`src/rtl/acb_pkg.sv`:
```
package acb_pkg;
    localparam int ACB_WIDE   = 25;
    localparam int ACB_NARROW = 14;

    typedef enum logic [1:0] {
        ST_CLEAR = 2'd0,
        ST_LOAD  = 2'd1,
        ST_HOLD  = 2'd2
    } acb_state_e;
endpackage

```
`src/rtl/acb_ctrl.sv`:
```
module acb_ctrl
    import acb_pkg::*;
(
    input  logic       clk,
    input  logic       rst_n,
    input  logic       sel_a,
    input  logic       sel_b,
    output logic       load_en,
    output acb_state_e cur_state
);
    acb_state_e state_q;
    acb_state_e state_d;

    // next-state decision for the coming edge
    always_comb begin
        unique case (state_q)
            ST_CLEAR, ST_LOAD, ST_HOLD: begin
                if (sel_a && sel_b) state_d = ST_HOLD;   // hold_edge
                else                state_d = ST_LOAD;   // load_edge
            end
            default: state_d = ST_CLEAR;
        endcase
    end

    // state register; async_clear returns to ST_CLEAR
    always_ff @(posedge clk or negedge rst_n) begin
        if (!rst_n) state_q <= ST_CLEAR;
        else        state_q <= state_d;
    end

    // outputs
    always_comb begin
        load_en   = (state_d == ST_LOAD);
        cur_state = state_q;
    end
endmodule

```
`src/rtl/acb_fanout.sv`:
```
module acb_fanout #(
    parameter int WIDE   = 25,
    parameter int NARROW = 14,
    localparam int OUTW  = 2 * NARROW
) (
    input  logic [WIDE-1:0] d,
    input  logic            fan_mode,
    input  logic            map_b,
    output logic [OUTW-1:0] mapped
);
    logic [OUTW-1:0] adj_v;
    logic [OUTW-1:0] half_v;
    logic [OUTW-1:0] flat_v;

    for (genvar i = 0; i < NARROW; i++) begin : g_pair
        assign adj_v[2*i]        = d[i];
        assign adj_v[2*i+1]      = d[i];
        assign half_v[i]         = d[i];
        assign half_v[i+NARROW]  = d[i];
    end

    for (genvar j = 0; j < OUTW; j++) begin : g_flat
        if (j < WIDE) begin : g_used
            assign flat_v[j] = d[j];
        end else begin : g_zero
            assign flat_v[j] = 1'b0;
        end
    end

    always_comb begin
        if (!fan_mode)  mapped = flat_v;
        else if (map_b) mapped = half_v;
        else            mapped = adj_v;
    end
endmodule

```
`src/rtl/acb_capture.sv`:
```
module acb_capture #(
    parameter int W = 28
) (
    input  logic         clk,
    input  logic         rst_n,
    input  logic         load_en,
    input  logic         sel_a,
    input  logic         sel_b,
    input  logic [W-1:0] nxt,
    output logic [W-1:0] q
);
    always_ff @(posedge clk or negedge rst_n) begin
        if (!rst_n)       q <= '0;
        else if (load_en) q <= nxt;
    end

    // An open select at the edge loads the mapped word seen at that edge.
    assert_load_R6: assert property (@(posedge clk) disable iff (!rst_n)
        (!(sel_a && sel_b)) |=> (q == $past(nxt)));
endmodule

```
`src/rtl/acb_regbuf.sv`:
```
module acb_regbuf
    import acb_pkg::*;
#(
    parameter int WIDE   = ACB_WIDE,
    parameter int NARROW = ACB_NARROW,
    localparam int OUTW  = 2 * NARROW
) (
    input  logic            clk,
    input  logic            rst_n,
    input  logic            fan_mode,
    input  logic            map_b,
    input  logic            sel_a,
    input  logic            sel_b,
    input  logic [WIDE-1:0] d_in,
    output logic [OUTW-1:0] q_out
);
    logic            load_en;
    acb_state_e      cur_state;
    logic [OUTW-1:0] mapped;

    acb_ctrl u_ctrl (
        .clk       (clk),
        .rst_n     (rst_n),
        .sel_a     (sel_a),
        .sel_b     (sel_b),
        .load_en   (load_en),
        .cur_state (cur_state)
    );

    acb_fanout #(.WIDE(WIDE), .NARROW(NARROW)) u_fanout (
        .d        (d_in),
        .fan_mode (fan_mode),
        .map_b    (map_b),
        .mapped   (mapped)
    );

    acb_capture #(.W(OUTW)) u_capture (
        .clk     (clk),
        .rst_n   (rst_n),
        .load_en (load_en),
        .sel_a   (sel_a),
        .sel_b   (sel_b),
        .nxt     (mapped),
        .q       (q_out)
    );

    localparam logic [OUTW-1:0] EVEN_MASK = {NARROW{2'b01}};

    // bits beyond the straight width stay low
    assert_spare_low_R1: assert property (@(posedge clk) disable iff (!rst_n)
        (!fan_mode) |-> (q_out[OUTW-1:WIDE] == '0));

    // adjacent pairs carry identical copies
    assert_adjacent_R2: assert property (@(posedge clk) disable iff (!rst_n)
        (fan_mode && !map_b) |-> ((q_out & EVEN_MASK) == ((q_out >> 1) & EVEN_MASK)));

    // upper half mirrors lower half
    assert_halves_R3: assert property (@(posedge clk) disable iff (!rst_n)
        (fan_mode && map_b) |-> (q_out[OUTW-1:NARROW] == q_out[NARROW-1:0]));

    // an edge recorded as held changed nothing
    assert_held_R5: assert property (@(posedge clk) disable iff (!rst_n)
        (cur_state == ST_HOLD) |-> (q_out == $past(q_out)));

    // reset low means zero outputs at every edge
    assert_reset_low_R7: assert property (@(posedge clk)
        (!rst_n) |-> (q_out == '0));
endmodule

```
`config.mk`:
```
export PLATFORM = sky130hd
export DESIGN_NAME = acb_regbuf
export DESIGN_NICKNAME = d
export VERILOG_FILES = /design/src/rtl/acb_pkg.sv /design/src/rtl/acb_ctrl.sv /design/src/rtl/acb_fanout.sv /design/src/rtl/acb_capture.sv /design/src/rtl/acb_regbuf.sv
export SDC_FILE = /design/constraint.sdc
export NUM_CORES = 1
export LEC_CHECK = 0
export BUFFER_PORTS_ARGS = -buffer_cell sky130_fd_sc_hd__buf_2
export CAP_MARGIN = 15
export CORE_ASPECT_RATIO = 0.6
export CORE_MARGIN = 2
export CORE_UTILIZATION = 45
export CTS_CLUSTER_SIZE = 24
export DETAILED_ROUTE_END_ITERATION = 7
export GPL_ROUTABILITY_DRIVEN = 0
export GPL_TIMING_DRIVEN = 1
export HOLD_SLACK_MARGIN = 0.08
export PLACE_DENSITY = 0.76
export SLEW_MARGIN = 20
export SYNTH_ARGS = -nofsm -noshare
export SYNTH_HDL_FRONTEND = slang
export SYNTH_HIERARCHICAL = 1
export SYNTH_SLANG_ARGS = --single-unit
```
`constraint.sdc`:
```
create_clock -name clk -period 1.35 [get_ports clk]
set_input_delay 0.135 -clock clk [delete_from_list [all_inputs] [get_ports clk]]
set_output_delay 0.135 -clock clk [all_outputs]
set_load 0.03 [all_outputs]
```
## Yosys cells after proc, flatten, opt, wreduce, memory -nomap -nowiden

Cells that the tools add are included.

- Register bits: 30
- Logic and storage cells: 12

- Equality and inequality tests: 3
- Muxes and demuxes: 4
- Reductions and logical operators: 3

Operators with widths:

| operator | number |
|---|---|
| two-way mux 28 bit | 1 |
| two-way mux 27 bit | 1 |
| equality test 2 x 1 -> 1 bit (second input constant) | 2 |
| two-way mux 2 bit | 2 |
| OR reduction 3 bit | 1 |
| equality test 2 bit (second input constant) | 1 |
| zero test 2 bit | 1 |
| logical AND 1 bit | 1 |

## Depth between registers and ports, before layout

- Word-level depth: 4
- Depth in mapped cells: 5
- Mapped depth without buffers: 3

## Hierarchy

Netlist, hierarchy kept.

By module, submodules not included:

| module | times used | cells an instance | area each (um^2) | sequential area each (um^2) |
|---|---|---|---|---|
| acb_capture | 1 | 59 | 1142.3 | 700.7 |
| acb_fanout | 1 | 59 | 509.2 | 0.0 |
| acb_ctrl | 1 | 5 | 70.1 | 50.0 |

## Least setup slack after synthesis

No wires, ideal clock.

- Kind: reg2reg
- From: reg u_ctrl.state_q[0], in the netlist u_ctrl/cur_state[0]
- To: reg u_capture.q[10]
- Library setup time: 0.125 ns
- Arrival: 1.195 ns
- Slack: 0.030 ns
- Cell stages (with the launch flop): 5
- Path buffers: 2
- Cells stage by stage: dfrtp_1 -> a22oi_1 -> buf_6 -> buf_12 -> mux2_4

- Cells in the longest elaborated chain, start to end: 4

Ends and longest elaborated chain:

| item | RTL line | source |
|---|---|---|
| start, declared | acb_ctrl.sv:11 | `acb_state_e state_q;` |
| start signal, assigned | acb_ctrl.sv:28 | `else state_q <= state_d;` |
| equality test 2 x 1 -> 1 bit (tied with other cells) | acb_ctrl.sv:16 | `unique case (state_q)` |
| OR reduction 3 bit (*) | acb_ctrl.sv:16 |  |
| two-way mux 2 bit (*) | acb_ctrl.sv:16 |  |
| equality test 2 x 1 -> 1 bit (*) | acb_ctrl.sv:33 | `load_en = (state_d == ST_LOAD);` |
| net load_en | acb_regbuf.sv:17 | `logic load_en;` |
| end signal, assigned | acb_capture.sv:14 | `else if (load_en) q <= nxt;` |
| end, declared | acb_capture.sv:10 | `output logic [W-1:0] q` |

Mark *: on every way through the listed nets, which the timed path passes. The rest lies on a longest branch.
A chain may end at the register's enable or synchronous reset.

## Final worst setup path

- From: reg u_ctrl.state_q[0], in the netlist u_ctrl/cur_state[0]
- To: reg u_capture.q[1]

The elaborated chain is that of the path after synthesis.

==> results.yml <==
global_routing:
  grt_pass1_vias: 1186
  grt.overflow.total: 0
  antenna_found_initial: 0
  grt_pass1_wl_mm: 5.996
  grt_max_degree: 31
  grt_usage_pct: 18.84
floorplanning:
  rows: 17
  die_w_um: 83.85
  core_um2: 3659
  die_area_um2: 4353
  die_h_um: 51.91
  ioPinCount: 59
  initial_core_util_pct: 47.06
routing:
  drc: 0
  wirelength_mm: 3.562
  drt_first_pass_iters: 4
  antenna_left: 0
  first_iter_violations: 63
  vias: 1136
  post_drt_wl_per_cell_um: 15.49
  viasPerCell: 4.939
pwr:
  ir_drop_mv: 0.7340
  finalPower_w: 0.002599
  power_density_nw_per_um2: 1234
  power.leakage_nw: 1.085
clocking:
  cts_tree: "built"
  cts.clk_slew.worst_paths_ns: 0.06
  cts_setup_buffers: 0
  clk_latency_ns: 0.29
  clockBufferDepth: 2
  clock-root-buffer: "clkbuf_8"
  cts_made_buffers: 5
  htree_levels: 2
  cts_sinks: 30
sta:
  setup_viol: 0
  min_period_over_period_pct: 98.59
  rsz0062_at_grt: "yes"
  min_period_ns: 1.331
  worstMarginPinSlew_ns: 0.6657
  slew-limit-headroom_pct: 55.62
  hold_viol: 0
  skew_ns: 0.008560
  fmax_ghz: 0.7514
  slew_viol_final: 0
finish:
  syn_to_final_growth_pct: 22.31
  final_layout_size_suffix_gt1_share_pct: 61.75
  fin_util_pct: 57.56
  insertedDiodeCount: 0
  design_area_um2: 2106
  nets: 214
synth:
  avgSynthCellArea_um2: 14.00
  synthMuxAreaShare_pct: 40.92
  yosys_warnings: 6
  synth_top_area_share_pct: 43.60
  synth_nets: 154
  synthTopCellsByArea: "dfrtp_1, mux2_4, mux2i_1, mux2_2, buf_12"
  netlist_area_um2: 1722
  synth_top_family_by_area: "multiplexers"
  synthSimpleGateAreaFrac_pct: 4.506
  synthXorXnorAreaFrac_pct: 0
  synth_top_area_cell: "dfrtp_1"
  syn_inst: 123
  seq_area_frac_synth_pct: 43.60
  synth_cell_types: 17
  ys_seq_elements: 30
  synth_fa_ha_area_share_pct: 0
  synth_compound_area_share_pct: 4.142
placement:
  placed_area_um2: 2013
  dp_hpwl_mm: 2.694
  port_buffers: 58
worst_setup_path:
  worst_path_largest_cell_delay_ns: 0.39
  cp-end-kind: "flip-flop"
  crit_type: "flip-flop to flip-flop"
  start_kind: "flip-flop"
  crit_required_ns: 1.51
  crit_chain: "a22oi_2 > buf_12 > mux2_2"
  critPathSlowestCell: "dfrtp_1"
  crit_arrival_ns: 1.49
  path_max_fanout: 29
outcome:
  status: "complete, no violations"
job:
  maxCapViolCount: 0
hold_path:
  hold_path_class: "input pin to flip-flop"
==> metrics by stage <==
stage | worst slack, ns | setup TNS, ns | hold WS [ns] | std cells
floorplan | 0.02963 | 0 | -0.1606 | 123
global placement | 0.04663 | 0 | 0.1877 | 222
detailed placement | 0.01558 | 0 | 0.2106 | 222
CTS | 0.005725 | 0 | 0.09976 | 230
global route | -0.03794 | -0.1981 | 0.1169 | 230
finish | 0.01909 | 0 | 0.1040 | 230
==> state kept, by name, indices dropped and copies added (netlist names) <==
name              cells
u_capture/q          28
u_ctrl/cur_state      2
==> synth_stat cells <==
library cell / count
dfrtp_1: 30
mux2_4: 30
nor2_1: 11
a21oi_1: 11
buf_12: 3
buf_6: 3
and2_1: 1
mux2_2: 11
nand2_1: 1
a22oi_1: 1
nor2b_1: 2
buf_4: 2
nor2b_4: 1
a21oi_2: 1
clkbuf_1: 1
mux2i_1: 13
buf_2: 1
==> power by group <==
part           total (W)  switching, W  internal, W
Sequential       0.00110     0.0000729      0.00102
Combinational   0.000839      0.000468     0.000371
Clock           0.000665      0.000321     0.000345
Total            0.00260      0.000861      0.00174
==> per-layer routing <==
metal  track usage [%]  vias to the layer above  wire [µm]  share of wire [%]
met3             5.397                       10        197                5.5
met1             25.25                      537       1755                 49
met4             10.48                        0         87                2.4
met2             27.73                       36       1521                 43
li1                  -                      553          -                  -
met5                 0                        -          0                  0
==> layout make-up <==
cell class              count  area, µm²
repair buffers             63      355.3
multi-input cells          83      862.1
well taps                  47      58.81
clock inverters             2      10.01
clock buffers               5      68.82
fillers                   345       1553
flip-flops and latches     30      750.7
==> worst max-delay path, delay by kind of cell, from the launching register on <==
family | cells | cell delay, ns
multiplexers | 1 | 0.36
flip-flops | 1 | 0.39
AO/OA/AOI/OAI | 1 | 0.20
buffers and inverters | 1 | 0.25
==> kinds of logic after synthesis <==
group	Yosys count
mux	54
flops	30
simple gates	16
compound gates	13
buf+inv	10
==> worst paths after layout <==
check / start / to / slack [ns] / cells after the start
worst max-delay path: u_ctrl/cur_state[0] / u_capture/q[1] / 0.02 / 3
worst min-delay path: sel_b / u_ctrl/cur_state[1] / 0.10 / 3
worst max register to register: u_ctrl/cur_state[0] / u_capture/q[1] / 0.02 / 3
worst min register to register: u_ctrl/cur_state[1] / u_ctrl/cur_state[1] / 0.46 / 1
max in group asynchronous: rst_n / u_capture/q[1] / 0.49 / 2
min in group asynchronous: rst_n / u_capture/q[8] / 0.42 / 2
==> placed cells by master, fill, tap and decap left out, types with 2 or more instances in the layout <==
cell type	netlist	final
clkinv_2	0	2
mux2_4	30	31
mux2i_1	13	13
buf_4	2	2
clkbuf_8	0	5
a21oi_1	11	11
buf_2	1	58
nor2b_1	2	2
dfrtp_1	30	30
mux2_2	11	10
buf_12	3	2
nor2_1	11	11
==> timing repair <==
action | 4_1_cts | 5_1_grt
hold buffers | 1 | 0
endpoints found under the hold margin | 30 | 0
setup endpoints to repair | 0 | 8
resized for setup | 0 | 1
No activity file was read; power rests on OpenSTA's default activity.
